--- src/rtl/wsg_pkg.sv ---
package wsg_pkg;
   typedef enum logic [1:0] {
      RK_ARRAY = 2'd0,
      RK_PROG  = 2'd1,
      RK_ERASE = 2'd2,
      RK_SUSP  = 2'd3
   } rd_kind_e;

   localparam int BIT_POLL = 7;
   localparam int BIT_TGL  = 6;
   localparam int BIT_ALT  = 2;
endpackage

--- src/rtl/wsg_classify.sv ---
module wsg_classify
   import wsg_pkg::*;
#(
   parameter int ADDR_W       = 20,
   parameter int SECTOR_SHIFT = 11,
   parameter int BANK_SPLIT   = 32'h40000,
   localparam int SECT_W      = ADDR_W - SECTOR_SHIFT
)(
   input  logic [ADDR_W-1:0] rd_addr_i,
   input  logic              active_i,
   input  logic              op_erase_i,
   input  logic              op_bank_i,
   input  logic              susp_i,
   input  logic [SECT_W-1:0] susp_sector_i,
   output rd_kind_e          kind_o
);
   localparam bit SPLIT_POW2 = ((BANK_SPLIT & (BANK_SPLIT - 1)) == 0);
   localparam int SPLIT_LOG  = $clog2(BANK_SPLIT);

   logic              addr_hi;
   logic [SECT_W-1:0] sector;
   logic              in_busy_bank;
   logic              in_susp_sector;

   generate
      if (SPLIT_POW2) begin : g_split_bit
         assign addr_hi = |rd_addr_i[ADDR_W-1:SPLIT_LOG];
      end else begin : g_split_cmp
         assign addr_hi = (rd_addr_i >= ADDR_W'(BANK_SPLIT));
      end
   endgenerate

   assign sector         = rd_addr_i[ADDR_W-1:SECTOR_SHIFT];
   assign in_busy_bank   = (addr_hi == op_bank_i);
   assign in_susp_sector = susp_i && (sector == susp_sector_i);

   always_comb begin
      if (in_susp_sector)
         kind_o = RK_SUSP;
      else if (active_i && in_busy_bank)
         kind_o = op_erase_i ? RK_ERASE : RK_PROG;
      else
         kind_o = RK_ARRAY;
   end
endmodule

--- src/rtl/wsg_toggle.sv ---
module wsg_toggle (
   input  logic clk,
   input  logic rst_n,
   input  logic start_i,
   input  logic flip6_i,
   input  logic flip2_i,
   output logic t6_o,
   output logic t2_o
);
   logic t6_q, t2_q;

   assign t6_o = start_i ? 1'b0 : t6_q;
   assign t2_o = start_i ? 1'b0 : t2_q;

   always_ff @(posedge clk or negedge rst_n) begin
      if (!rst_n) begin
         t6_q <= 1'b0;
         t2_q <= 1'b0;
      end else begin
         t6_q <= t6_o ^ flip6_i;
         t2_q <= t2_o ^ flip2_i;
      end
   end

   AST_T6_FLIPS: assert property (@(posedge clk) disable iff (!rst_n)
      (flip6_i && !start_i) |=> (t6_q != $past(t6_q)));
   AST_T6_HOLDS: assert property (@(posedge clk) disable iff (!rst_n)
      (!flip6_i && !start_i) |=> $stable(t6_q));
   AST_T2_HOLDS: assert property (@(posedge clk) disable iff (!rst_n)
      (!flip2_i && !start_i) |=> $stable(t2_q));
   AST_START_CLEARS: assert property (@(posedge clk) disable iff (!rst_n)
      (start_i && !flip6_i && !flip2_i) |=> (!t6_q && !t2_q));
endmodule

--- src/rtl/wsg_format.sv ---
module wsg_format
   import wsg_pkg::*;
#(
   parameter int DATA_W = 16
)(
   input  logic              clk,
   input  logic              rst_n,
   input  logic              rd_i,
   input  rd_kind_e          kind_i,
   input  logic [DATA_W-1:0] array_i,
   input  logic              prog_bit_i,
   input  logic              t6_i,
   input  logic              t2_i,
   output logic              rd_valid_o,
   output logic [DATA_W-1:0] rd_data_o
);
   logic [DATA_W-1:0] word;

   always_comb begin
      word = array_i;
      unique case (kind_i)
         RK_PROG: begin
            word[BIT_POLL] = ~prog_bit_i;
            word[BIT_TGL]  = t6_i;
            word[BIT_ALT]  = 1'b1;
         end
         RK_ERASE: begin
            word[BIT_POLL] = 1'b0;
            word[BIT_TGL]  = t6_i;
            word[BIT_ALT]  = t2_i;
         end
         RK_SUSP: begin
            word[BIT_POLL] = 1'b1;
            word[BIT_TGL]  = 1'b1;
            word[BIT_ALT]  = t2_i;
         end
         default: word = array_i;
      endcase
   end

   always_ff @(posedge clk or negedge rst_n) begin
      if (!rst_n) begin
         rd_valid_o <= 1'b0;
         rd_data_o  <= '0;
      end else begin
         rd_valid_o <= rd_i;
         if (rd_i) rd_data_o <= word;
      end
   end

   AST_VALID_AFTER_RD: assert property (@(posedge clk) disable iff (!rst_n)
      rd_i |=> rd_valid_o);
   AST_NO_SPURIOUS_VALID: assert property (@(posedge clk) disable iff (!rst_n)
      !rd_i |=> !rd_valid_o);
   AST_ERASE_POLL_LOW: assert property (@(posedge clk) disable iff (!rst_n)
      (rd_i && kind_i == RK_ERASE) |=> !rd_data_o[BIT_POLL]);
   AST_SUSP_PATTERN: assert property (@(posedge clk) disable iff (!rst_n)
      (rd_i && kind_i == RK_SUSP) |=> (rd_data_o[BIT_POLL] && rd_data_o[BIT_TGL]));
endmodule

--- src/rtl/wsg_status_gen.sv ---
module wsg_status_gen
   import wsg_pkg::*;
#(
   parameter int ADDR_W       = 20,
   parameter int DATA_W       = 16,
   parameter int SECTOR_SHIFT = 11,
   parameter int BANK_SPLIT   = 32'h40000,
   localparam int SECT_W      = ADDR_W - SECTOR_SHIFT
)(
   input  logic              clk,
   input  logic              rst_n,
   input  logic              start_i,
   input  logic              active_i,
   input  logic              op_erase_i,
   input  logic              op_bank_i,
   input  logic              susp_i,
   input  logic [SECT_W-1:0] susp_sector_i,
   input  logic [DATA_W-1:0] prog_data_i,
   input  logic              rd_i,
   input  logic [ADDR_W-1:0] rd_addr_i,
   input  logic [DATA_W-1:0] array_i,
   output logic              rd_valid_o,
   output logic [DATA_W-1:0] rd_data_o,
   output logic              ryby_oe_o
);
   generate
      if (DATA_W < 8) begin : g_bad_data_w
         $error("DATA_W must hold the status bits (>= 8)");
      end
      if (ADDR_W > 30 || SECTOR_SHIFT < 1 || SECTOR_SHIFT >= ADDR_W) begin : g_bad_addr
         $error("ADDR_W / SECTOR_SHIFT out of range");
      end
      if (BANK_SPLIT <= 0 || BANK_SPLIT >= (1 << ADDR_W)) begin : g_bad_split
         $error("BANK_SPLIT must lie inside the address space");
      end
   endgenerate

   rd_kind_e kind;
   logic     t6, t2;
   logic     flip6, flip2;

   wsg_classify #(
      .ADDR_W(ADDR_W), .SECTOR_SHIFT(SECTOR_SHIFT), .BANK_SPLIT(BANK_SPLIT)
   ) u_classify (
      .rd_addr_i(rd_addr_i), .active_i(active_i), .op_erase_i(op_erase_i),
      .op_bank_i(op_bank_i), .susp_i(susp_i), .susp_sector_i(susp_sector_i),
      .kind_o(kind)
   );

   assign flip6 = rd_i && (kind == RK_PROG || kind == RK_ERASE);
   assign flip2 = rd_i && (kind == RK_ERASE || kind == RK_SUSP);

   wsg_toggle u_toggle (
      .clk(clk), .rst_n(rst_n), .start_i(start_i),
      .flip6_i(flip6), .flip2_i(flip2), .t6_o(t6), .t2_o(t2)
   );

   wsg_format #(.DATA_W(DATA_W)) u_format (
      .clk(clk), .rst_n(rst_n), .rd_i(rd_i), .kind_i(kind),
      .array_i(array_i), .prog_bit_i(prog_data_i[BIT_POLL]),
      .t6_i(t6), .t2_i(t2), .rd_valid_o(rd_valid_o), .rd_data_o(rd_data_o)
   );

   always_ff @(posedge clk or negedge rst_n) begin
      if (!rst_n) ryby_oe_o <= 1'b0;
      else        ryby_oe_o <= active_i;
   end

   AST_BUSY_PULLS_LOW: assert property (@(posedge clk) disable iff (!rst_n)
      active_i |=> ryby_oe_o);
   AST_IDLE_RELEASES: assert property (@(posedge clk) disable iff (!rst_n)
      !active_i |=> !ryby_oe_o);
   AST_ARRAY_PASS: assert property (@(posedge clk) disable iff (!rst_n)
      (rd_i && !active_i && !susp_i) |=> (rd_data_o == $past(array_i)));
endmodule

--- config.mk ---
export PLATFORM = sky130hd
export DESIGN_NAME = wsg_status_gen
export DESIGN_NICKNAME = d
export VERILOG_FILES = /design/src/rtl/wsg_pkg.sv /design/src/rtl/wsg_classify.sv /design/src/rtl/wsg_toggle.sv /design/src/rtl/wsg_format.sv /design/src/rtl/wsg_status_gen.sv
export SDC_FILE = /design/constraint.sdc
export NUM_CORES = 1
export LEC_CHECK = 0
export ABC_CLOCK_PERIOD_IN_PS = 1000
export CORE_MARGIN = 4
export CORE_UTILIZATION = 50
export CTS_BUF_LIST = sky130_fd_sc_hd__clkbuf_8
export CTS_CLUSTER_DIAMETER = 80
export CTS_CLUSTER_SIZE = 10
export DETAILED_ROUTE_END_ITERATION = 12
export DONT_BUFFER_PORTS = 1
export SETUP_SLACK_MARGIN = 0.2
export SLEW_MARGIN = 40
export SYNTH_ARGS = -nofsm -noshare
export SYNTH_HDL_FRONTEND = slang
export SYNTH_SLANG_ARGS = --single-unit
--- constraint.sdc ---
create_clock -name clk -period 1 [get_ports clk]
set_input_delay 0.2 -clock clk [delete_from_list [all_inputs] [get_ports clk]]
set_output_delay 0.2 -clock clk [all_outputs]
set_load 0.005 [all_outputs]
# Word-level counts from Yosys, hierarchy flattened

Index checks and enable logic that the tools add are counted.

Bitwise operators: 3
Equality and inequality tests: 5
Muxes and demuxes: 7
Reduce and logical (&&, ||, !) cells: 8

Operators by type and width:

| operator                                                              | number |
|---|---|
| 9-bit equality test                                                   | 1 |
| 2-bit 2-to-1 mux                                                      | 3 |
| 2-bit case mux with 3 select lines                                    | 1 |
| 2-bit equality test, second input constant                            | 2 |
| 1-bit logical AND                                                     | 4 |
| 2-bit OR reduction                                                    | 2 |
| 2-bit by 1-bit equality test with 1-bit output, second input constant | 1 |
| 1-bit logical OR                                                      | 2 |
| 1-bit 2-to-1 mux                                                      | 2 |
| 1-bit case mux with 2 select lines                                    | 1 |
| 1-bit bitwise XOR                                                     | 2 |
| 1-bit equality test                                                   | 1 |
| 1-bit inverter                                                        | 1 |

Register bits: 20
Output and inout port bits: 18
Word-level logic and storage cells: 28
Bits of input ports: 69

# Longest topological paths before layout

Depth in word-level cells: 9
Depth in mapped cells: 10
Gate-level depth less buffers: 10

# By module

Synthesis repeated with hierarchy kept, for this count alone.

Cell total of the unflattened synthesis: 75
Area total of the unflattened synthesis: 987.2 sq um

By module, submodules not included:

| module         | sequential area each (sq um) | times used | cells an instance | area each (sq um) |
|---|---|---|---|---|
| wsg_format     | 425.4                        | 1          | 45                | 690.7 |
| wsg_classify   | 0.0                          | 1          | 18                | 141.4 |
| wsg_toggle     | 50.0                         | 1          | 6                 | 85.1 |
| wsg_status_gen | 25.0                         | 1          | 6                 | 70.1 |

# Least setup slack after synthesis

OpenSTA, ideal clock, no wires.

Path type: input port to flip-flop
Start: input susp_sector_i[7]
End: register u_format.rd_data_o[7]
Stages: 9
Arrival time: 1.643 ns
Setup time: 0.125 ns
Slack: -0.768 ns
Path buffers: 0
Data required time: 0.875 ns
Cells stage by stage: xnor2_1 -> nand4_1 -> or3_1 -> o21ai_0 -> inv_1 -> ha_1 -> a21oi_1 -> o21ai_0 -> mux2_2

Cells in the longest elaborated chain, start to end: 5
Elaborated cells on any way between the ends: 7
Classes of those cells: 4 x eq/ne; 2 x mux; 1 x reduce/logical

Ends and longest elaborated chain:

| item                                                                                  | RTL line             | source |
|---|---|---|
| from (decl)                                                                           | wsg_status_gen.sv:17 | `input logic [SECT_W-1:0] susp_sector_i,` |
| 9-bit equality test (*)                                                               | wsg_classify.sv:35   | `assign in_susp_sector = susp_i && (sector == susp_sector_i);` |
| 1-bit logical AND (*)                                                                 | wsg_classify.sv:35   |  |
| 2-bit 2-to-1 mux (*)                                                                  | wsg_classify.sv:38   | `if (in_susp_sector)` |
| 2-bit equality test or 2-bit by 1-bit equality test with 1-bit output (tied branches) | wsg_format.sv:21     | `unique case (kind_i)` |
| 2-bit case mux with 3 select lines (*)                                                | wsg_format.sv:21     |  |
| to (signal assigned)                                                                  | wsg_format.sv:47     | `if (rd_i) rd_data_o <= word;` |
| to (decl)                                                                             | wsg_format.sv:15     | `output logic [DATA_W-1:0] rd_data_o` |

Every way passes the cells marked *; elsewhere a longest branch is shown, timed or not.
A chain may end at the register's enable or synchronous reset.

# Worst setup path in the final report

Start: input susp_sector_i[1]
End: register u_format.rd_data_o[7]

The elaborated chain is that of the path after synthesis.

==> flow_metrics.py <==
metrics = {
    "run_status": {
        "run_status": "finished with violations",
        "failed_checks": "setup timing",
    },
    "global_routing": {
        "initial_antenna_violation_count": 0,
        "grt_start_max_net_pins": 23,
        "globalRoute.totalOverflow": 0,
        "global_route_wire_length_before_repair_um": 3167,
        "first_global_vias": 693,
        "grtUsageTotal": 0.1604,
    },
    "power_and_ir_drop": {
        "total_leakage_power_uw": 0.0005432,
        "vdd_ir_drop_max_v": 0.001504,
        "powerDensity_nw_per_um2": 1444,
        "totalPowerFinal_uw": 1814,
    },
    "clocking": {
        "clk_pin_slew_ns": 0.07,
        "cts_max_path_buffers": 2,
        "cts.sinks": 20,
        "clk_latency_ns": 0.25,
        "cts_htree_levels": 1,
        "cts_buffers": 3,
        "tritoncts": "yes",
        "clk_root_buffer_cell": "sky130_fd_sc_hd__clkbuf_8",
    },
    "synth": {
        "yosys_warnings": 0,
        "ys_async_rst_share": 1.000,
        "avgSynthCellArea_um2": 11.51,
        "netlist-cell-type-count": 21,
        "syn-cell-area_um2": 989.7,
        "ys_seq_elements": 20,
        "synth_edf_count": 0,
        "sequential_fraction_of_the_synthesis_area": 0.5057,
        "ys.flop_type": "sky130_fd_sc_hd__dfrtp_1",
        "cell_count_after_synthesis": 86,
        "syn-num-nets": 159,
        "synth_top_area_frac": 0.5057,
        "synth.largest_area_cell": "sky130_fd_sc_hd__dfrtp_1",
        "synth_top_cells_by_area": "sky130_fd_sc_hd__dfrtp_1, sky130_fd_sc_hd__mux2_2, sky130_fd_sc_hd__xnor2_1, sky130_fd_sc_hd__ha_1, sky130_fd_sc_hd__o21ai_0",
    },
    "final_layout": {
        "finish.net_count": 170,
        "area.growth.synth_to_final_pct": 26.93,
        "antenna_cells": 0,
        "layout-drive-gt1-share": 0.3958,
    },
    "sta": {
        "post-route-min-period_ns": 1.513,
        "hold_viol_final": 0,
        "period_share": 1.513,
        "unrepaired_setup_endpoints_after_global_routing": "yes",
        "final.setup_skew_ns": 0.0002982,
        "finalSetupViolations": 5,
        "achievable-frequency_mhz": 661.1,
        "timing.final.max_slew_violations": 0,
        "worst_pin_slew_ns": 0.4094,
        "layout_setup_ws_ns": -0.5126,
        "relative_slew_slack": 0.7271,
        "hold_ws_ns": 0.02941,
    },
    "placement": {
        "hpwl_um": 1554,
        "place_congestion": 0.6882,
        "portBuffers": 0,
    },
    "hold_path": {
        "worstHoldPathType": "input port to flop",
        "hold-path-cell-count": 1,
    },
    "run": {
        "timing.max_cap.violations": 0,
    },
    "routing": {
        "ant_nets": 0,
        "routed_via_count_divided_by_cell_count": 5.372,
        "drt_pass1_iterations": 4,
        "first_iter_violations": 4,
        "finalWirelength_um": 2000,
        "drc": 0,
        "routed-via-count": 650,
        "wl_per_cell_um": 16.53,
    },
    "die": {
        "start_util": 0.5493,
        "die_width_um": 52.49,
        "coreArea_um2": 1802,
        "fp.dieArea_um2": 2755,
        "dieHeight_um": 52.49,
        "std_cell_rows": 15,
        "ios": 87,
    },
    "worst_setup_path": {
        "end_kind": "flop",
        "cp_data_required_time_ns": 1.14,
        "category_of_the_most_critical_setup_path": "input port to flop",
        "crit_path_start_kind": "input port",
        "critPathArrivalTime_ns": 1.65,
        "worst_path_max_fanout": 2,
        "worst_r2r_path_depth": 3,
    },
}
## area by class of cell
type / instances / area, um^2
inverters: 6 / 22.52
repair buffers: 8 / 65.06
multi-input cells: 58 / 581.8
clock buffers: 4 / 55.05
fillers: 145 / 545.5
well taps: 25 / 31.28
flip-flops and latches: 20 / 500.5
## metal layers
layer	track usage	share of wire	vias to the layer above
li1	-	-	307
met1	0.1886	0.38	308
met2	0.2665	0.50	33
met3	0.07977	0.12	2
met4	0.02553	0.0045	0
met5	0	0	-
## flip-flops by register name, summed over array words and instances, names as in the netlist
signal	flops
u_format.rd_data_o	16
ryby_oe_o	1
u_format.rd_valid_o	1
u_toggle.t2_q	1
u_toggle.t6_q	1
## power breakdown
part           internal, uW  total, uW  switching, uW
logic                   173        277            104
registers               892        950           58.0
clock network           350        587            237
total                  1410       1810            400
## Yosys cell counts, types with 2 or more instances
library cell and count:
sky130_fd_sc_hd__a21oi_1 3, sky130_fd_sc_hd__ha_1 4, sky130_fd_sc_hd__mux2_2 14, sky130_fd_sc_hd__nor2_1 3
sky130_fd_sc_hd__xnor2_1 11, sky130_fd_sc_hd__nand2_1 5, sky130_fd_sc_hd__nor2b_1 2, sky130_fd_sc_hd__nand4_1 2
sky130_fd_sc_hd__inv_1 6, sky130_fd_sc_hd__o21ai_0 6, sky130_fd_sc_hd__dfrtp_1 20
## layout by cell type (no fill, tap or decap), drive strengths merged
cell,Yosys,layout
nor3,1,1
xor2,1,1
nor2,3,3
buf,1,5
o211ai,1,1
ha,4,4
clkbuf,1,4
dfrtp,20,20
nor2b,2,2
o21ai,7,7
nand2b,1,1
or3,1,1
and2,1,1
nand2,5,5
nand4,2,2
dlygate4sd3,0,3
mux2,14,14
o221ai,1,1
inv,6,6
xnor2,11,11
a21oi,3,3
## through the flow
stage | utilization | setup WS (ns) | instance area, um^2 | cells | TNS (ns)
floorplan | - | -0.6789 | 1037 | 86 | -2.644
global placement | 0.5938 | -0.7479 | 1070 | 112 | -3.265
detailed placement | 0.5938 | -0.8187 | 1070 | 112 | -3.526
CTS | 0.6660 | -0.5041 | 1200 | 120 | -3.701
global route | 0.6972 | -0.5471 | 1256 | 121 | -2.521
finish | 0.6972 | -0.5126 | 1256 | 121 | -2.242
## cell families (layout without fill, tap and decap cells)
logic type               count (synthesis)  after routing  synth area share
AND/OR/NAND/NOR                         16             16           0.07965
AO/OA/AOI/OAI                           12             12           0.06700
buffers and inverters                    8             18           0.03160
flip-flops                              20             20            0.5057
multiplexers                            14             14            0.1593
XOR/XNOR                                12             12            0.1062
adder cells (fa/ha/maj)                  4              4           0.05057
## worst paths after layout
path                                   startpoint                      to  slack (ns)
max                              susp_sector_i[1]   u_format.rd_data_o[7]       -0.51
min                                          rd_i   u_format.rd_data_o[6]        0.03
max reg2reg                         u_toggle.t2_q   u_format.rd_data_o[2]        0.17
min reg2reg                u_format.rd_data_o[15]  u_format.rd_data_o[15]        0.54
max in group asynchronous                   rst_n   u_format.rd_data_o[8]        0.29
min in group asynchronous                   rst_n               ryby_oe_o        0.42
## critical path, stage by stage
cell	delay [ns]
sky130_fd_sc_hd__xnor2_4	0.13
sky130_fd_sc_hd__nand4_1	0.17
sky130_fd_sc_hd__or3_4	0.42
sky130_fd_sc_hd__o21ai_4	0.08
sky130_fd_sc_hd__inv_2	0.07
sky130_fd_sc_hd__ha_4	0.16
sky130_fd_sc_hd__a21oi_2	0.10
sky130_fd_sc_hd__o21ai_1	0.06
sky130_fd_sc_hd__mux2_4	0.26
## repair_timing
action / CTS / global route
hold buffers: 3 / 1
buffers inserted: 1 / 0
pin swaps: 2 / 3
cloned: 0 / 0
gates resized for setup: 8 / 9
endpoints found under the hold margin: 22 / 20
endpoints found under the setup margin: 23 / 26
No activity file was read; power rests on OpenSTA's default activity.
